`src/rtl/smb_pkg.sv`:
```
package smb_pkg;

    // 7-bit device address; the direction bit is appended on the bus
    localparam logic [6:0] DEV_ADDR = 7'h6B;

    // register whose value leads every block read
    localparam int CNT_REG = 4;

    typedef enum logic [2:0] {
        ST_IDLE,
        ST_ADDR,
        ST_CMD,
        ST_CNT,
        ST_WDAT,
        ST_RDAT,
        ST_IGN
    } eng_st_e;

    function automatic logic [7:0] reset_byte(input int i);
        logic [7:0] v;
        case (i)
            1:       v = 8'h05;
            2:       v = 8'hC0;
            3:       v = 8'h08;
            4:       v = 8'h06;
            5:       v = 8'hD8;
            default: v = 8'h00;
        endcase
        return v;
    endfunction

endpackage

```
`src/rtl/smb_glitch_filter.sv`:
```
module smb_glitch_filter #(
    parameter int STAGES = 3
) (
    input  logic clk,
    input  logic rst_n,
    input  logic din,
    output logic dout
);

    typedef struct packed {
        logic [1:0]        sync;
        logic [STAGES-1:0] hist;
        logic              lvl;
    } flt_s;

    flt_s flt_d, flt_q;

    always_comb begin
        flt_d      = flt_q;
        flt_d.sync = {flt_q.sync[0], din};
        flt_d.hist = {flt_q.hist[STAGES-2:0], flt_q.sync[1]};
        // the level only moves once every stored sample agrees
        if (&flt_q.hist) begin
            flt_d.lvl = 1'b1;
        end else if (~|flt_q.hist) begin
            flt_d.lvl = 1'b0;
        end
    end

    always_ff @(posedge clk or negedge rst_n) begin
        if (!rst_n) begin
            flt_q <= '1;
        end else begin
            flt_q <= flt_d;
        end
    end

    assign dout = flt_q.lvl;

endmodule

```
`src/rtl/smb_reg_bank.sv`:
```
module smb_reg_bank
    import smb_pkg::*;
#(
    parameter int NREGS = 8
) (
    input  logic               clk,
    input  logic               rst_n,
    input  logic               wr_en,
    input  logic [6:0]         wr_idx,
    input  logic [7:0]         wr_data,
    output logic [NREGS*8-1:0] regs_o
);

    generate
        for (genvar g = 0; g < NREGS; g++) begin : g_reg
            logic [7:0] reg_d, reg_q;

            always_comb begin
                reg_d = reg_q;
                if (wr_en && (wr_idx == 7'(g))) begin
                    reg_d = wr_data;
                end
            end

            always_ff @(posedge clk or negedge rst_n) begin
                if (!rst_n) begin
                    reg_q <= reset_byte(g);
                end else begin
                    reg_q <= reg_d;
                end
            end

            assign regs_o[8*g +: 8] = reg_q;
        end
    endgenerate

endmodule

```
`src/rtl/smb_proto_engine.sv`:
```
module smb_proto_engine
    import smb_pkg::*;
#(
    parameter int NREGS = 8
) (
    input  logic               clk,
    input  logic               rst_n,
    input  logic               scl_f,
    input  logic               sda_f,
    input  logic [NREGS*8-1:0] regs_i,
    output logic               sda_oe,
    output logic               wr_en,
    output logic [6:0]         wr_idx,
    output logic [7:0]         wr_data,
    output eng_st_e            st_o
);

    localparam logic [7:0] NREG8 = 8'(NREGS);

    typedef struct packed {
        eng_st_e    st;
        logic [3:0] cnt;    // SCL rising edges seen in this byte, 8 = ack slot
        logic [7:0] sh;     // received byte
        logic       ack;    // decision for the coming ack slot
        logic [7:0] tx;     // byte being sent
        logic [6:0] idx;    // current register index
        logic       blk;    // block mode
        logic [7:0] left;   // data bytes still accepted
        logic       oe;
        logic       scl_p;
        logic       sda_p;
    } eng_s;

    eng_s e_d, e_q;

    function automatic logic [7:0] rd_reg(input logic [6:0] i);
        logic [7:0] v;
        v = 8'h00;
        for (int k = 0; k < NREGS; k++) begin
            if (i == 7'(k)) v = regs_i[8*k +: 8];
        end
        return v;
    endfunction

    logic       rise, fall, start_c, stop_c, wok;
    logic [7:0] byte_in;

    always_comb begin
        e_d       = e_q;
        e_d.scl_p = scl_f;
        e_d.sda_p = sda_f;
        rise      = scl_f & ~e_q.scl_p;
        fall      = ~scl_f & e_q.scl_p;
        start_c   = scl_f & e_q.scl_p & e_q.sda_p & ~sda_f;
        stop_c    = scl_f & e_q.scl_p & ~e_q.sda_p & sda_f;
        byte_in   = {e_q.sh[6:0], sda_f};
        wok       = (e_q.left != 8'd0) && ({1'b0, e_q.idx} < NREG8);
        wr_en     = 1'b0;
        wr_idx    = e_q.idx;
        wr_data   = byte_in;

        if (start_c) begin
            e_d.st  = ST_ADDR;
            e_d.cnt = 4'd0;
            e_d.oe  = 1'b0;
        end else if (stop_c) begin
            e_d.st  = ST_IDLE;
            e_d.cnt = 4'd0;
            e_d.oe  = 1'b0;
        end else if (e_q.st == ST_IDLE || e_q.st == ST_IGN) begin
            e_d.oe = 1'b0;
        end else if (rise) begin
            if (e_q.cnt < 4'd8) begin
                e_d.sh  = byte_in;
                e_d.cnt = e_q.cnt + 4'd1;
                if (e_q.cnt == 4'd7) begin
                    case (e_q.st)
                        ST_ADDR: e_d.ack = (byte_in[7:1] == DEV_ADDR);
                        ST_CMD,
                        ST_CNT:  e_d.ack = 1'b1;
                        ST_WDAT: begin
                            e_d.ack = wok;
                            wr_en   = wok;
                        end
                        default: e_d.ack = 1'b0;
                    endcase
                end
            end else begin
                // ninth clock: act on the completed byte
                e_d.cnt = 4'd0;
                case (e_q.st)
                    ST_ADDR: begin
                        if (!e_q.ack) begin
                            e_d.st = ST_IGN;
                        end else if (e_q.sh[0]) begin
                            e_d.st = ST_RDAT;
                            if (e_q.blk) begin
                                e_d.tx = rd_reg(7'(CNT_REG));
                            end else begin
                                e_d.tx  = rd_reg(e_q.idx);
                                e_d.idx = e_q.idx + 7'd1;
                            end
                        end else begin
                            e_d.st = ST_CMD;
                        end
                    end
                    ST_CMD: begin
                        e_d.idx  = e_q.sh[6:0];
                        e_d.blk  = ~e_q.sh[7];
                        e_d.left = 8'd1;
                        e_d.st   = e_q.sh[7] ? ST_WDAT : ST_CNT;
                    end
                    ST_CNT: begin
                        e_d.left = e_q.sh;
                        e_d.st   = ST_WDAT;
                    end
                    ST_WDAT: begin
                        if (!e_q.ack) begin
                            e_d.st = ST_IGN;
                        end else begin
                            e_d.idx  = e_q.idx + 7'd1;
                            e_d.left = e_q.left - 8'd1;
                        end
                    end
                    ST_RDAT: begin
                        if (sda_f) begin
                            e_d.st = ST_IGN;
                        end else begin
                            e_d.tx  = rd_reg(e_q.idx);
                            e_d.idx = e_q.idx + 7'd1;
                        end
                    end
                    default: e_d.st = ST_IDLE;
                endcase
            end
        end else if (fall) begin
            if (e_q.cnt == 4'd8) begin
                e_d.oe = (e_q.st != ST_RDAT) && e_q.ack;
            end else begin
                e_d.oe = (e_q.st == ST_RDAT) && !e_q.tx[3'd7 - e_q.cnt[2:0]];
            end
        end
    end

    always_ff @(posedge clk or negedge rst_n) begin
        if (!rst_n) begin
            e_q <= '{st: ST_IDLE, cnt: 4'd0, sh: 8'd0, ack: 1'b0, tx: 8'd0,
                     idx: 7'd0, blk: 1'b0, left: 8'd0, oe: 1'b0,
                     scl_p: 1'b1, sda_p: 1'b1};
        end else begin
            e_q <= e_d;
        end
    end

    assign sda_oe = e_q.oe;
    assign st_o   = e_q.st;

endmodule

```
`src/rtl/smb_regslave.sv`:
```
module smb_regslave
    import smb_pkg::*;
#(
    parameter int NREGS       = 8,
    parameter int FILT_STAGES = 3
) (
    input  logic               clk,
    input  logic               rst_n,
    input  logic               scl_i,
    input  logic               sda_i,
    output logic               sda_drive_low,
    output logic [NREGS*8-1:0] regs_o,
    output logic [3:0]         clk_out_en
);

    logic [1:0] raw_lines, filt_lines;
    logic       scl_f, sda_f;
    logic       wr_en;
    logic [6:0] wr_idx;
    logic [7:0] wr_data;
    eng_st_e    eng_st;

    assign raw_lines = {sda_i, scl_i};

    generate
        for (genvar g = 0; g < 2; g++) begin : g_line
            smb_glitch_filter #(.STAGES(FILT_STAGES)) u_flt (
                .clk  (clk),
                .rst_n(rst_n),
                .din  (raw_lines[g]),
                .dout (filt_lines[g])
            );
        end
    endgenerate

    assign scl_f = filt_lines[0];
    assign sda_f = filt_lines[1];

    smb_proto_engine #(.NREGS(NREGS)) u_eng (
        .clk    (clk),
        .rst_n  (rst_n),
        .scl_f  (scl_f),
        .sda_f  (sda_f),
        .regs_i (regs_o),
        .sda_oe (sda_drive_low),
        .wr_en  (wr_en),
        .wr_idx (wr_idx),
        .wr_data(wr_data),
        .st_o   (eng_st)
    );

    smb_reg_bank #(.NREGS(NREGS)) u_bank (
        .clk    (clk),
        .rst_n  (rst_n),
        .wr_en  (wr_en),
        .wr_idx (wr_idx),
        .wr_data(wr_data),
        .regs_o (regs_o)
    );

    // enable bit positions are fixed by the neighbouring output logic
    assign clk_out_en = {regs_o[8*2+6], regs_o[8*2+7], regs_o[8*1+0], regs_o[8*1+2]};

endmodule

```
`config.mk`:
```
export PLATFORM = sky130hd
export DESIGN_NAME = smb_regslave
export DESIGN_NICKNAME = d
export VERILOG_FILES = /design/src/rtl/smb_pkg.sv /design/src/rtl/smb_glitch_filter.sv /design/src/rtl/smb_reg_bank.sv /design/src/rtl/smb_proto_engine.sv /design/src/rtl/smb_regslave.sv
export SDC_FILE = /design/constraint.sdc
export NUM_CORES = 1
export LEC_CHECK = 0
export BUFFER_PORTS_ARGS = -buffer_cell sky130_fd_sc_hd__buf_2
export CORE_MARGIN = 2
export CORE_UTILIZATION = 25
export DETAILED_ROUTE_END_ITERATION = 16
export PLACE_DENSITY = 0.43
export SLEW_MARGIN = 20
export SYNTH_ARGS = -nofsm -noshare
export SYNTH_HDL_FRONTEND = slang
export SYNTH_SLANG_ARGS = --single-unit
```
`constraint.sdc`:
```
create_clock -name clk -period 2.7 [get_ports clk]
set_input_delay 0.405 -clock clk [delete_from_list [all_inputs] [get_ports clk]]
set_output_delay 0.405 -clock clk [all_outputs]
set_load 0.03 [all_outputs]
```
# Word level (Yosys, flattened, before mapping)
# Index checks and enable logic that the tools add are counted.
# Widths: inputs -> output; s select.
[op_classes]
addsub = 4
multipliers = 0
n_reduce_logical = 35
n_eq_ne = 29
n_lt_le_gt_ge = 3
div_mod_pow = 0
n_shift = 0
muxes = 54
n_bitwise = 16
[ops]
columns = ["operator", "count"]
rows = [
  ["$mux 40", 2],
  ["$mux 8", 10],
  ["$mux 15", 3],
  ["$eq 7x3->1 const B", 4],
  ["$mux 7", 4],
  ["$pmux 7 s4", 1],
  ["$mux 24", 1],
  ["$pmux 8 s3", 1],
  ["$mux 1", 20],
  ["$mux 3", 6],
  ["$pmux 8 s2", 1],
  ["$pmux 3 s5", 1],
  ["$eq 7x2->1 const B", 2],
  ["$reduce_and 6->1", 2],
  ["$logic_and 1x1->1", 11],
  ["$reduce_and 11->1", 1],
  ["$ne 2x1->1 const B", 5],
  ["$reduce_and 5->1", 2],
  ["$eq 3x3->1 const B", 3],
  ["$mux 9", 1],
  ["$not 1->1", 9],
  ["$reduce_and 9->1", 1],
  ["$ne 4x4->1 const B", 2],
  ["$reduce_bool 4->1", 2],
  ["33 further kinds", 46],
]
[totals]
in_bits = 4
rom_bits = 0
ram_bits = 0
reg_bits = 119
latchBits = 0
mem_count = 0

# Logic depth before layout (Yosys ltp)
[depth]
word_depth = 18
depth_mapped = 9
mapped_depth_nobuf = 7

# Modules after synthesis
# Synthesis repeated with hierarchy kept, for this count alone.
[hier_totals]
hier_cells = 594
hier_area_um2 = 6354.8
[modules_own_cells]
columns = ["module", "area_each_um2", "cells_each", "n_inst", "seq_area_each_um2"]
rows = [
  ["smb_proto_engine", 3465.8, 426, 1, 1078.5],
  ["smb_reg_bank", 2506.2, 144, 1, 1615.3],
  ["smb_glitch_filter", 176.4, 10, 2, 157.7],
  ["smb_regslave", 30.0, 4, 1, 0.0],
]

# Worst setup path after synthesis
# Ideal clock, no wire load.
[synth_timing]
path_kind = "reg2reg"
startpoint = "reg g_line[0].u_flt.flt_q (netlist bit g_line[0].u_flt.dout)"
endpoint = "reg u_bank.g_reg[7].reg_q[0]"
required_ns = 2.575
n_path_buf = 1
slack_ns = 0.260
stages_incl_launch_ff = 7
arrival_ns = 2.316
synth_period_minus_slack_ns = 2.440
cell_sequence = "dfstp_2 > nand2b_1 > a211o_1 > or4_1 > buf_2 > nor3_4 > mux2_2"
[synth_between]
elab_chain_len = 6
elab_cells_between_ends = 11
cone_classes = "4 x mux; 6 x bitwise; 1 x reduce/logical"
[synth_lines]
columns = ["item", "line", "text"]
rows = [
  ["start: declaration", "smb_glitch_filter.sv:16", "flt_s flt_d, flt_q;"],
  ["start signal: assignment", "smb_glitch_filter.sv:34", "flt_q <= flt_d;"],
  ["$and 1x1->1, on equally long branches", "smb_proto_engine.sv:52, smb_proto_engine.sv:54, smb_proto_engine.sv:55", ""],
  ["$mux 1 / $and 1x1->1 (equally long branches)", "smb_proto_engine.sv:72, smb_proto_engine.sv:55", ""],
  ["$mux 1 / $and 1x1->1 (equally long branches)", "smb_proto_engine.sv:70, smb_proto_engine.sv:55", ""],
  ["$mux 1", "smb_proto_engine.sv:66", "end else if (stop_c) begin"],
  ["$mux 1 (*)", "smb_proto_engine.sv:62", "if (start_c) begin"],
  ["$logic_and 1x1->1 (*)", "smb_reg_bank.sv:20", "if (wr_en && (wr_idx == 7'(g))) begin"],
  ["end signal: assignment", "smb_reg_bank.sv:27", "reg_q <= reset_byte(g);"],
  ["end signal: assignment", "smb_reg_bank.sv:29", "reg_q <= reg_d;"],
  ["end: declaration", "smb_reg_bank.sv:16", "logic [7:0] reg_d, reg_q;"],
]
# Mark *: on every way between the ends. The rest lies on a longest branch, timed or not.
# A chain may end at the register's enable or synchronous reset.

# Worst setup path in the final report
[layout_timing]
startpoint = "reg u_eng.e_q[3] (netlist bit)"
endpoint = "reg u_bank.g_reg[6].reg_q[4]"
[layout_between]
elab_chain_len = 10
[layout_lines]
columns = ["item", "line", "text"]
rows = [
  ["start: declaration", "smb_proto_engine.sv:34", "eng_s e_d, e_q;"],
  ["start signal: assignment", "smb_proto_engine.sv:147", "e_q <= '{st: ST_IDLE, cnt: 4'd0, sh: 8'd0, ack: 1'b0, tx: 8'd0,"],
  ["$reduce_bool 8->1", "smb_proto_engine.sv:57", "wok = (e_q.left != 8'd0) && ({1'b0, e_q.idx} < NREG8);"],
  ["$logic_and 1x1->1", "smb_proto_engine.sv:57", ""],
  ["$mux 1", "smb_proto_engine.sv:77", "case (e_q.st)"],
  ["$mux 1", "smb_proto_engine.sv:76", "if (e_q.cnt == 4'd7) begin"],
  ["$mux 1", "smb_proto_engine.sv:73", "if (e_q.cnt < 4'd8) begin"],
  ["$mux 1", "smb_proto_engine.sv:72", "end else if (rise) begin"],
  ["$mux 1", "smb_proto_engine.sv:70", "end else if (e_q.st == ST_IDLE || e_q.st == ST_IGN) begin"],
  ["$mux 1", "smb_proto_engine.sv:66", ""],
  ["$mux 1", "smb_proto_engine.sv:62", ""],
  ["$logic_and 1x1->1", "smb_reg_bank.sv:20", ""],
  ["end signal: assignment", "smb_reg_bank.sv:27", ""],
  ["end signal: assignment", "smb_reg_bank.sv:29", ""],
  ["end: declaration", "smb_reg_bank.sv:16", ""],
]
# No other way between the ends.

==> impl_metrics.env <==
export IMPL_die_w_um=159
export IMPL_routed_wirelength_um=19100
export IMPL_synthTopCellsByArea="dfrtp_1, mux2_2, dfstp_2"
export IMPL_final_cell_mix="dfrtp_1, buf_2, mux2_2"
export IMPL_cts_root_buf="clkbuf_16"
export IMPL_rsz0062_at_grt="true"
export IMPL_drt_iter0_drc=270
export IMPL_vias=4902
export IMPL_io_pin_count=73
export IMPL_dpl_worst_slack_ns=0.0692
export IMPL_wire_per_inst_um=19.6
export IMPL_peakVddDrop_v=0.000420
export IMPL_vias_per_cell=5.05
export IMPL_synth_edff_count=0
export IMPL_violations="negative hold slack"
export IMPL_grt_usage=0.154
export IMPL_postRouteAntennaNets=0
export IMPL_slew_headroom=0.546
export IMPL_path_max_fanout=8
export IMPL_clockBufferDepth=2
export IMPL_start_util=0.255
export IMPL_syn_inst=552
export IMPL_hold_ws_ns=-0.0130
export IMPL_clk_latency_ns=0.43
export IMPL_coreArea_um2=23500
export IMPL_place_congestion=0.863
export IMPL_drv_cap=0
export IMPL_drive_above_1_share=0.386
export IMPL_hold_violations=14
export IMPL_layout_nets=649
export IMPL_outcome="finished with violations"
export IMPL_syn_to_final_growth_pct=26.2
export IMPL_yosys_warnings=0
export IMPL_min_period_over_period=0.963
export IMPL_grt_pass1_wl_um=29900
export IMPL_leakage_nw=3.54
export IMPL_overflow=0
export IMPL_cts_made_buffers=17
export IMPL_worst_pin_slew_ns=0.680
export IMPL_cp_start_kind="flop"
export IMPL_dp_hpwl_um=12800
export IMPL_hold_path_class="input port to asynchronous set/reset pin"
export IMPL_first_pass_iters=5
export IMPL_required_ns=3.01
export IMPL_final_util=0.322
export IMPL_cp_end_kind="flop"
export IMPL_cts_sinks=119
export IMPL_max_freq_mhz=384
export IMPL_drv_slew=0
export IMPL_setup_viol=0
export IMPL_pwr_density_cell_nw_per_um2=643
export IMPL_yosys_area_top_type="dfrtp_1"
export IMPL_worst_clock_skew_ns=0.00796
export IMPL_crit_arrival_ns=2.91
export IMPL_drc=0
export IMPL_synth_area_um2=5990
export IMPL_htreeDepth=4
export IMPL_dieArea_um2=25200
export IMPL_grt_max_degree=46
export IMPL_ys_seq_area_frac=0.502
export IMPL_antenna_found_initial=0
export IMPL_die_h_um=159
export IMPL_clk_pin_slew_ns=0.06
export IMPL_setup_ws_ns=0.0990
export IMPL_crit_type="flop to flop"
export IMPL_rows=56
export IMPL_port_buffers=72
export IMPL_async_flop_share=1.00
export IMPL_mostFrequentLayoutCell="dfrtp_1"
export IMPL_post_synth_top_area_fraction=0.393
export IMPL_synthFlopType="dfrtp_1"
export IMPL_ys_seq_elements=119
export IMPL_grt_pass1_vias=4964
export IMPL_syn_num_nets=563
export IMPL_num_antenna_cells=0
export IMPL_yosys_cell_types_count=53
export IMPL_postSynthAreaPerCell_um2=10.9
export IMPL_cts_tree="built"
export IMPL_min_period_ns=2.60
critical path, cell delays in order, from the launching register on:
cell and delay [ns]:
dfrtp_1 0.36, inv_1 0.08, ha_1 0.20, nor4b_1 0.15, buf_4 0.14, or4_1 0.52
buf_4 0.21, nor2_2 0.42, mux2_2 0.40
per-stage QoR:
step | std cells | setup TNS (ns) | power, mW | cell area [um2]
5_1_grt | 970 | -1.75 | 5.05 | 7560
3_5_place_dp | 937 | 0 | 2.33 | 6870
3_3_place_gp | 937 | 0 | 2.33 | 6870
4_1_cts | 969 | 0 | 4.92 | 7530
6_report | 970 | 0 | 4.87 | 7560
2_1_floorplan | 552 | 0 | 2.11 | 5990
cell families after synthesis:
group,Yosys count,share of synthesized area
compound gates,141,0.158
xor+xnor,2,0.00292
fa+ha+maj,7,0.0146
buf+inv,50,0.0345
flops,119,0.502
mux,83,0.156
simple gates,150,0.132
layout make-up:
type	count	area, um2
Timing Repair Buffer	107	663
Inverter	10	37.5
Clock inverter	13	219
Clock buffer	19	443
Tap cell	319	399
Multi-Input combinational cell	383	2790
Fill cell	2425	15900
Sequential cell	119	3010
timing repair:
action / in CTS / in global routing
resized for setup: 0 / 2
buffers inserted: 0 / 1
endpoints found under the setup margin: 0 / 60
hold buffers: 0 / 0
endpoints found under the hold margin: 0 / 0
state kept, by name, summed over array words and instances, names as in the netlist:
signal	flops
u_bank.g.reg_q	64
u_eng.wr_idx	7
g_line.u_flt.dout	2
u_eng.e_q	25
u_eng.wr_data	7
u_eng.st_o	3
g_line.u_flt.flt_q	2
g_line.u_flt.flt_d	8
u_eng.sda_oe	1
synthesized netlist by cell type (2+ instances only):
cell type  number
a211oi_1        3
a21oi_1        23
a221oi_1        8
a22o_1          9
a22oi_1         8
a31oi_1         5
and2_1          6
and3_1         10
and4b_1         3
buf_1           5
buf_2           3
buf_4           4
clkbuf_1       28
dfrtp_1        94
dfstp_2        25
ha_1            7
inv_1          10
mux2_2         65
mux2i_1        16
mux4_2          2
nand2_1        43
nand2b_1       10
nand3_1         4
nand3b_1        5
nor2_1         33
nor2_2          7
nor2b_1         5
nor3_1          4
nor3b_1         2
nor4_1          4
nor4b_1         4
o21a_1          2
o21ai_0        45
o221a_2         7
o221ai_1        7
o22a_1          3
o22ai_1         4
o31ai_1        10
or2_2           3
or4_1           3
path summary, 6_finish.rpt:
check	start	end	slack (ns)	cells after the start
max	u_eng.e_q[3]	u_bank.g_reg[6].reg_q[4]	0.1	8
min	rst_n	u_bank.g_reg[1].reg_q[4]	-0.01	1
max reg2reg	u_eng.e_q[3]	u_bank.g_reg[6].reg_q[4]	0.1	8
min reg2reg	g_line[1].u_flt.flt_d[5]	g_line[1].u_flt.flt_d[1]	0.35	0
max in group asynchronous	rst_n	g_line[1].u_flt.flt_d[2]	1.97	2
min in group clk	scl_i	g_line[0].u_flt.flt_d[5]	0.08	1
metal layers:
layer | up-vias | global-route usage | share of wire
li1 | 2201 | - | -
met1 | 2507 | 0.196 | 0.44
met2 | 174 | 0.257 | 0.49
met3 | 20 | 0.0379 | 0.046
met4 | 0 | 0.0492 | 0.016
met5 | - | 0 | 0
where the power goes:
group / switching (mW) / internal [mW]
Sequential: 0.0468 / 1.84
Clock: 0.892 / 1.67
Combinational: 0.280 / 0.129
Total: 1.22 / 3.65
No activity file was read; power rests on OpenSTA's default activity.
